--- config.mk ---
export PLATFORM = sky130hd
export DESIGN_NAME = wdog_keyed
export DESIGN_NICKNAME = d
export VERILOG_FILES = /design/src/rtl/wdog_pkg.sv /design/src/rtl/wdog_regs.sv /design/src/rtl/wdog_counter.sv /design/src/rtl/wdog_event.sv /design/src/rtl/wdog_keyed.sv
export SDC_FILE = /design/constraint.sdc
export NUM_CORES = 1
export LEC_CHECK = 0
export ABC_AREA = 0
export CAP_MARGIN = 20
export CORE_UTILIZATION = 40
export CTS_BUF_LIST = sky130_fd_sc_hd__clkbuf_8 sky130_fd_sc_hd__clkbuf_16
export DETAILED_ROUTE_END_ITERATION = 10
export HOLD_SLACK_MARGIN = 0.05
export PLACE_DENSITY_LB_ADDON = 0.12
export SLEW_MARGIN = 20
export SYNTH_ARGS = -nofsm -noshare
export SYNTH_HDL_FRONTEND = slang
export SYNTH_HIERARCHICAL = 1
export SYNTH_SLANG_ARGS = --single-unit
--- constraint.sdc ---
create_clock -name clk -period 3.02 [get_ports clk]
set_clock_uncertainty 0.05 [all_clocks]
set_input_delay 0.302 -clock clk [delete_from_list [all_inputs] [get_ports clk]]
set_output_delay 0.302 -clock clk [all_outputs]
set_load 0.005 [all_outputs]
--- src/rtl/wdog_pkg.sv ---
package wdog_pkg;
  localparam int ADDR_W = 12;

  localparam logic [ADDR_W-1:0] OFS_RELOAD = 12'h000;
  localparam logic [ADDR_W-1:0] OFS_COUNT  = 12'h004;
  localparam logic [ADDR_W-1:0] OFS_CTRL   = 12'h008;
  localparam logic [ADDR_W-1:0] OFS_SVC    = 12'h00C;
  localparam logic [ADDR_W-1:0] OFS_STAT   = 12'h014;
  localparam logic [ADDR_W-1:0] OFS_LOCK   = 12'hC00;

  localparam logic [31:0] KEY_OPEN = 32'h1ACC_E551;

  // One step of the down-counter; a zero count wraps to the reload value.
  function automatic logic [31:0] f_step(input logic [31:0] cnt, input logic [31:0] rld);
    return (cnt == '0) ? rld : cnt - 32'd1;
  endfunction

  // Lock state that follows a write of the given value to the lock register.
  function automatic logic f_lock_after(input logic [31:0] wdata);
    return wdata != KEY_OPEN;
  endfunction
endpackage

--- src/rtl/wdog_regs.sv ---
module wdog_regs
  import wdog_pkg::*;
#(
  parameter int          DATA_W     = 32,
  parameter logic [31:0] RELOAD_RST = 32'hFFFF_FFFF
) (
  input  logic              clk,
  input  logic              rst_n,
  input  logic              bus_sel,
  input  logic              bus_wr,
  input  logic [ADDR_W-1:0] bus_addr,
  input  logic [DATA_W-1:0] bus_wdata,
  input  logic [DATA_W-1:0] cnt,
  input  logic              pending,
  output logic [DATA_W-1:0] bus_rdata,
  output logic              locked,
  output logic [DATA_W-1:0] reload_q,
  output logic              en_q,
  output logic              rsten_q,
  output logic              reload_wr,
  output logic              svc_wr
);
  logic wr_any, wr_open, ctrl_wr, lock_wr;

  assign wr_any    = bus_sel && bus_wr;
  assign wr_open   = wr_any && !locked;
  assign lock_wr   = wr_any && (bus_addr == OFS_LOCK);
  assign reload_wr = wr_open && (bus_addr == OFS_RELOAD);
  assign ctrl_wr   = wr_open && (bus_addr == OFS_CTRL);
  assign svc_wr    = wr_open && (bus_addr == OFS_SVC);

  always_ff @(posedge clk or negedge rst_n) begin
    if (!rst_n) begin
      locked   <= 1'b1;
      reload_q <= RELOAD_RST[DATA_W-1:0];
      en_q     <= 1'b0;
      rsten_q  <= 1'b0;
    end else begin
      if (lock_wr)   locked   <= f_lock_after(32'(bus_wdata));
      if (reload_wr) reload_q <= bus_wdata;
      if (ctrl_wr) begin
        en_q    <= bus_wdata[0];
        rsten_q <= bus_wdata[1];
      end
    end
  end

  always_comb begin
    bus_rdata = '0;
    case (bus_addr)
      OFS_RELOAD: bus_rdata = reload_q;
      OFS_COUNT:  bus_rdata = cnt;
      OFS_CTRL:   bus_rdata[1:0] = {rsten_q, en_q};
      OFS_STAT:   bus_rdata[0] = pending;
      OFS_LOCK:   bus_rdata[0] = locked;
      default:    bus_rdata = '0;
    endcase
  end
endmodule

--- src/rtl/wdog_counter.sv ---
module wdog_counter
  import wdog_pkg::*;
#(
  parameter int          DATA_W     = 32,
  parameter logic [31:0] RELOAD_RST = 32'hFFFF_FFFF
) (
  input  logic              clk,
  input  logic              rst_n,
  input  logic              en,
  input  logic              reload_wr,
  input  logic [DATA_W-1:0] reload_data,
  input  logic              svc_wr,
  input  logic [DATA_W-1:0] reload_q,
  output logic [DATA_W-1:0] cnt,
  output logic              expire
);
  logic refill;

  assign refill = reload_wr || svc_wr;
  assign expire = en && !refill && (cnt == '0);

  always_ff @(posedge clk or negedge rst_n) begin
    if (!rst_n)         cnt <= RELOAD_RST[DATA_W-1:0];
    else if (reload_wr) cnt <= reload_data;
    else if (svc_wr)    cnt <= reload_q;
    else if (en)        cnt <= DATA_W'(f_step(32'(cnt), 32'(reload_q)));
  end
endmodule

--- src/rtl/wdog_event.sv ---
module wdog_event #(
  parameter int RST_PULSE = 4
) (
  input  logic clk,
  input  logic rst_n,
  input  logic expire,
  input  logic svc_wr,
  input  logic rsten,
  output logic pending,
  output logic sys_rst
);
  localparam int PW = $clog2(RST_PULSE + 1);

  logic [PW-1:0] pulse_cnt;
  logic          fired;
  logic          bite;

  assign bite    = expire && pending && rsten && !fired;
  assign sys_rst = (pulse_cnt != '0);

  always_ff @(posedge clk or negedge rst_n) begin
    if (!rst_n) begin
      pending   <= 1'b0;
      pulse_cnt <= '0;
      fired     <= 1'b0;
    end else begin
      if (svc_wr)      pending <= 1'b0;
      else if (expire) pending <= 1'b1;
      if (bite) begin
        pulse_cnt <= PW'(RST_PULSE);
        fired     <= 1'b1;
      end else if (pulse_cnt != '0) begin
        pulse_cnt <= pulse_cnt - 1'b1;
      end
    end
  end
endmodule

--- src/rtl/wdog_keyed.sv ---
module wdog_keyed
  import wdog_pkg::*;
#(
  parameter int          DATA_W     = 32,
  parameter int          RST_PULSE  = 4,
  parameter logic [31:0] RELOAD_RST = 32'hFFFF_FFFF
) (
  input  logic              clk,
  input  logic              rst_n,
  input  logic              bus_sel,
  input  logic              bus_wr,
  input  logic [ADDR_W-1:0] bus_addr,
  input  logic [DATA_W-1:0] bus_wdata,
  output logic [DATA_W-1:0] bus_rdata,
  output logic              irq_o,
  output logic              sys_rst_o
);
  logic              locked, en_q, rsten_q, reload_wr, svc_wr;
  logic              expire, pending;
  logic [DATA_W-1:0] reload_q, cnt;

  wdog_regs #(.DATA_W(DATA_W), .RELOAD_RST(RELOAD_RST)) u_regs (
    .clk(clk), .rst_n(rst_n), .bus_sel(bus_sel), .bus_wr(bus_wr),
    .bus_addr(bus_addr), .bus_wdata(bus_wdata), .cnt(cnt), .pending(pending),
    .bus_rdata(bus_rdata), .locked(locked), .reload_q(reload_q), .en_q(en_q),
    .rsten_q(rsten_q), .reload_wr(reload_wr), .svc_wr(svc_wr)
  );

  wdog_counter #(.DATA_W(DATA_W), .RELOAD_RST(RELOAD_RST)) u_cnt (
    .clk(clk), .rst_n(rst_n), .en(en_q), .reload_wr(reload_wr),
    .reload_data(bus_wdata), .svc_wr(svc_wr), .reload_q(reload_q),
    .cnt(cnt), .expire(expire)
  );

  wdog_event #(.RST_PULSE(RST_PULSE)) u_evt (
    .clk(clk), .rst_n(rst_n), .expire(expire), .svc_wr(svc_wr),
    .rsten(rsten_q), .pending(pending), .sys_rst(sys_rst_o)
  );

  assign irq_o = pending && en_q;
endmodule

### Word-level counts from Yosys, hierarchy flattened

Cells that the tools add are included.
W data, S select, Z words.

| storage, ports and cells | value |
|---|---|
| bits in registers | 72 |
| output and inout bits | 34 |
| logic and storage cells | 49 |

| operators by class | value |
|---|---|
| eq/ne operators | 6 |
| mux-type cells | 11 |
| $add $sub $neg | 2 |
| reductions and logical operators | 22 |

Operator list:

| kind | count |
|---|---|
| $mux W32 | 4 |
| $pmux W30 S2 | 1 |
| $logic_not A32 Y1 | 1 |
| $ne A32 B29 Y1 const B | 1 |
| $sub A32 B1 Y32 const B | 1 |
| $eq A12 B4 Y1 const B | 2 |
| $eq A12 B12 Y1 const B | 1 |
| $eq A12 B3 Y1 const B | 1 |
| $eq A12 B5 Y1 const B | 1 |
| $logic_and A1 B1 Y1 | 12 |
| $logic_not A12 Y1 | 1 |
| $mux W3 | 2 |
| $reduce_bool A3 Y1 | 2 |
| $pmux W1 S5 | 1 |
| $reduce_bool A2 Y1 | 2 |
| $logic_not A1 Y1 | 3 |
| $pmux W1 S3 | 1 |
| $sub A3 B1 Y3 const B | 1 |
| $mux W1 | 2 |
| $logic_or A1 B1 Y1 | 1 |

### Depth between registers and ports, before layout

| logic depth | value |
|---|---|
| depth in word-level cells | 11 |
| gate-level depth with buffers | 11 |

### Hierarchy

Netlist, hierarchy kept.

By module, submodules not included:

| module | instances | area an instance (um2) | cells an instance |
|---|---|---|---|
| wdog_counter | 1 | 2556.2 | 300 |
| wdog_regs | 1 | 1939.4 | 152 |
| wdog_event | 1 | 249.0 | 22 |
| wdog_keyed | 1 | 6.3 | 1 |

### Least setup slack after synthesis

OpenSTA, ideal clock, no wires.

| path | value |
|---|---|
| path type | input to register |
| start | input port bus_addr[4] |
| end | register u_evt.fired |
| slack | 326 ps |
| required time | 2846 ps |
| arrival time | 2520 ps |
| stages on the path | 9 |
| library setup time | 124 ps |
| path through | nor4_2 nand3_2 nor4_4 buf_6 clkbuf_1 clkbuf_1 nor3_1 and4b_4 or2_1 |

| between the ends | value |
|---|---|
| cells in the longest elaborated chain, start to end | 9 |
| elaborated cells between the ends (all ways) | 11 |
| classes of those cells | 1 x eq/ne; 10 x reduce/logical |

RTL lines:

| element | RTL line | text |
|---|---|---|
| from (decl) | wdog_keyed.sv:12 | `input logic [ADDR_W-1:0] bus_addr,` |
| $logic_not A12 Y1 | wdog_regs.sv:28 | `assign reload_wr = wr_open && (bus_addr == OFS_RELOAD);` |
| $logic_and A1 B1 Y1 | wdog_regs.sv:28 |  |
| via reload_wr | wdog_keyed.sv:18 | `logic locked, en_q, rsten_q, reload_wr, svc_wr;` |
| $logic_or A1 B1 Y1 | wdog_counter.sv:19 | `assign refill = reload_wr \|\| svc_wr;` |
| $logic_not A1 Y1 | wdog_counter.sv:20 | `assign expire = en && !refill && (cnt == '0);` |
| $logic_and A1 B1 Y1 (2 in a row) | wdog_counter.sv:20 |  |
| via expire | wdog_keyed.sv:19 | `logic expire, pending;` |
| $logic_and A1 B1 Y1 (3 in a row) | wdog_event.sv:18 | `assign bite = expire && pending && rsten && !fired;` |
| to (signal assigned) | wdog_event.sv:25 | `fired <= 1'b0;` |
| to (signal assigned) | wdog_event.sv:31 | `fired <= 1'b1;` |
| to (decl) | wdog_event.sv:15 | `logic fired;` |

The timed path passes the listed nets, and every way through them passes these cells.
A chain may end at the register's enable or synchronous reset.

### Worst setup path after layout

| path | value |
|---|---|
| start | input port bus_addr[4] |
| end | output port bus_rdata[7] |

| between the ends | value |
|---|---|
| cells in the longest elaborated chain, start to end | 2 |
| elaborated cells between the ends (all ways) | 3 |
| classes of those cells | 1 x eq/ne; 1 x mux; 1 x reduce/logical |

RTL lines:

| element | RTL line | text |
|---|---|---|
| $eq A12 B3 Y1 or $logic_not A12 Y1 (tied branches) | wdog_regs.sv:50 | `case (bus_addr)` |
| $pmux W30 S2 (*) | wdog_regs.sv:50 |  |
| to (decl) | wdog_keyed.sv:14 | `output logic [DATA_W-1:0] bus_rdata,` |

Mark *: on every way between the ends. The rest lies on a longest branch, timed or not.

==> flow_metrics.tcl <==
set metrics [dict create \
    layoutNonFillerInstCount 712 \
    drv_slew 0 \
    number_of_cell_rows 39 \
    ys_types 73 \
    clk-insertion-delay-late_ns 0.33 \
    pre_cts_slack_ns 0.08367 \
    synth_warnings 6 \
    cp_cell_sequence "clkdlybuf4s50_1 -> nor4_2 -> nand3_2 -> and2b_1 -> buf_12 -> a22o_1 -> clkdlybuf4s50_1" \
    post_synth_main_area_contributors "sky130_fd_sc_hd__dfstp_2 (36%), sky130_fd_sc_hd__mux2_2 (8.1%), sky130_fd_sc_hd__a22o_1 (6.3%)" \
    globalRoute.totalOverflow 0 \
    timing.max_slew.rel_slack_pct 28.52 \
    post-cts-setup-buffers 0 \
    leakage_nw 2.384 \
    ioPinCount 82 \
    drt_drc_violations_left 14 \
    routed-via-count 4318 \
    synth.most_common_cell "sky130_fd_sc_hd__dfstp_2" \
    final_layout_size_suffix_gt1_share_pct 28.82 \
    failing_checks "DRC" \
    setup_viol 0 \
    numClockSinks 72 \
    synth_fp_nets 527 \
    track_usage_pct 24.01 \
    total_of_flip_flops_plus_latches_after_synthesis 72 \
    route.antenna.remaining_nets 0 \
    floorplan.die_area_mm2 0.01232 \
    hpwlAfterDp_mm 10.06 \
    cp_common_cell "sky130_fd_sc_hd__clkdlybuf4s50_1" \
    critical_path_arrival_ns 2.54 \
    design.final.nets 616 \
    max_clock_freq_mhz 346.4 \
    cp_max_fo 30 \
    io_buffers 81 \
    last_weighted_congestion_value_of_the_routability_driven_placer 0.8343 \
    cts-resized-gates 0 \
    grt_first_pass_wirelength_mm 23.34 \
    vias_in_the_first_global_route 4353 \
    run_status "finished, violations left" \
    die-height_um 111.0 \
    hp-class "reg -> reg" \
    grt_start_max_net_pins 34 \
    clk_transition_reported_paths_ns 0.05 \
    synth_edf_count 0 \
    ctsHtreeMaxLevel 3 \
    detailedRoute.firstIterationViolations 261 \
    antenna_cells_inserted 0 \
    dieWidth_um 111.0 \
    detail_route.first_pass.iterations 8 \
    synth_largest_area_cell "sky130_fd_sc_hd__dfstp_2" \
    wp_data_required_ns 2.67 \
    rsz0062_at_grt "no" \
    final.min_clock_period_ns 2.887 \
    cts_hold_buf 1 \
    synth_top_area_share_pct 35.95 \
    cts.path.max_buffers 2 \
    critical-path-max-stage-delay_ns 0.50 \
    post_place_cells 695 \
    cts_tree "yes" \
    cts-root-buf "sky130_fd_sc_hd__clkbuf_16" \
    power.density_cell_area_mw_per_mm2 433.2 \
    core-area_mm2 0.01152 \
    final_core_util_pct 53.12 \
    drv_cap 0 \
    worst_pin_slew_ns 1.066 \
    postSynth.topFlopCell "sky130_fd_sc_hd__dfstp_2" \
    vdd_drop_max_mv 0.2442 \
    vias_per_cell 6.065 \
    post_drt_wl_per_cell_um 20.16 \
    netlist_instances 475 \
    area_delta_synth_final_pct 28.76 \
    post-route-worst-setup-slack_ns 0.1330 \
    timing.setup.tns_ns 0 \
    synth_common_cells "sky130_fd_sc_hd__dfstp_2 (65), sky130_fd_sc_hd__nor2_1 (35), sky130_fd_sc_hd__a22o_1 (34), sky130_fd_sc_hd__mux2_2 (34), sky130_fd_sc_hd__a21oi_1 (29)" \
    wirelength_mm 14.36 \
    crit_slowest_cell "sky130_fd_sc_hd__clkdlybuf4s50_1" \
    cp-start-kind "primary input" \
    class_of_the_most_critical_setup_path "in -> out" \
    period_share_pct 95.60 \
    ys_async_sr_fraction_pct 100.0 \
    yosysSeqAreaShare_pct 39.64 \
    timing.critical_path.to_type "primary output" \
    tritoncts.num_buffers 9 \
    synth.cell_area_mm2 0.004751 \
    grt_antenna_before_repair 0 \
    avgSynthCellArea_um2 10.00 \
    hold_viol 0 \
    start_util_pct 41.25 \
]
layer usage:
| layer | vias up | wire length (µm) | track usage, % | part of all wire, % |
|---|---|---|---|---|
| li1 | 1988 | - | - | - |
| met1 | 2142 | 6552 | 32.12 | 46 |
| met2 | 166 | 6722 | 38.66 | 47 |
| met3 | 22 | 859 | 4.975 | 6.0 |
| met4 | 0 | 222 | 8.037 | 1.5 |
| met5 | - | 0 | 0 | 0 |
sequential cells by signal (all words and copies together) (netlist names):
name and count:
u_regs/reload_q 32, u_evt/fired 1, u_evt/pulse_cnt 3, u_regs/rsten_q 1, u_cnt/cnt 32, u_regs/locked 1, u_evt/pending 1, u_regs/en_q 1
per-stage QoR:
stage / power, mW / hold WS, ns / cell area, µm²
finish: 2.650 / 0.4094 / 6117
CTS: 2.669 / 0.4131 / 6117
detailed placement: 1.576 / 0.3137 / 5807
global route: 2.762 / 0.4485 / 6117
floorplan: 1.371 / -0.04359 / 4751
global placement: 1.572 / 0.3063 / 5807
power breakdown:
part	switching, mW	internal, mW	leakage [nW]
registers	0.0407	1.01	0.764
clock network	0.398	0.676	0.158
logic	0.282	0.243	1.46
total	0.721	1.93	2.38
critical path: cells and delay by family:
kind            cells  cell delay, ns
simple gates        3            0.87
compound gates      1            0.17
buf+inv             3            1.17
kinds of logic (layout without fill, tap and decap cells):
logic type	after synthesis	after routing	synth area share (%)
XOR/XNOR	15	15	2.765
buffers and inverters	39	133	4.662
adder cells (fa/ha/maj)	4	4	1.054
AO/OA/AOI/OAI	151	151	23.15
flip-flops	72	72	39.64
multiplexers	41	41	9.587
AND/OR/NAND/NOR	153	153	19.15
final timing paths:
check | from | to | slack, ns | cells past startpoint
max in group asynchronous | rst_n | u_regs/reload_q[20] | 1.64 | 3
min in group asynchronous | rst_n | u_evt/pending | 0.48 | 2
setup / recovery | bus_addr[4] | bus_rdata[7] | 0.13 | 7
setup reg to reg | u_cnt/cnt[7] | u_cnt/cnt[26] | 0.27 | 7
hold reg to reg | u_evt/fired | u_evt/fired | 0.41 | 1
hold / removal | u_evt/fired | u_evt/fired | 0.41 | 1
placed cells by master, fill, tap and decap left out, types with 4 or more instances in the layout:
cell                              instances
sky130_fd_sc_hd__clkdlybuf4s50_1         80
sky130_fd_sc_hd__dfstp_2                 65
sky130_fd_sc_hd__nor2_1                  35
sky130_fd_sc_hd__a22o_1                  34
sky130_fd_sc_hd__mux2_2                  34
sky130_fd_sc_hd__a21oi_1                 29
sky130_fd_sc_hd__nand2_1                 25
sky130_fd_sc_hd__buf_4                   23
sky130_fd_sc_hd__o21ai_1                 19
sky130_fd_sc_hd__nor3_1                  15
sky130_fd_sc_hd__nand3_1                 13
sky130_fd_sc_hd__a22oi_1                 12
sky130_fd_sc_hd__xnor2_1                 11
sky130_fd_sc_hd__inv_1                   10
sky130_fd_sc_hd__clkbuf_16                9
sky130_fd_sc_hd__o31ai_1                  9
sky130_fd_sc_hd__nor4_1                   7
sky130_fd_sc_hd__a31oi_1                  7
sky130_fd_sc_hd__dfrtp_1                  7
sky130_fd_sc_hd__o22ai_1                  6
sky130_fd_sc_hd__nand4_1                  5
sky130_fd_sc_hd__mux2i_1                  5
sky130_fd_sc_hd__o21ai_0                  5
sky130_fd_sc_hd__buf_12                   4
sky130_fd_sc_hd__nor4b_1                  4
sky130_fd_sc_hd__or3_1                    4
sky130_fd_sc_hd__xor2_1                   4
sky130_fd_sc_hd__nor2b_1                  4
sky130_fd_sc_hd__ha_1                     4
sky130_fd_sc_hd__nor4bb_1                 4
cell type report:
cell class | instances | area, µm²
fill | 1042 | 5399
multi-input combinational | 364 | 2656
sequential | 72 | 1883
timing repair buffer | 109 | 1069
clock buffer | 11 | 252.7
tap | 143 | 178.9
clock inverter | 5 | 47.55
inverter | 8 | 30.03
No activity file was read; power rests on OpenSTA's default activity.
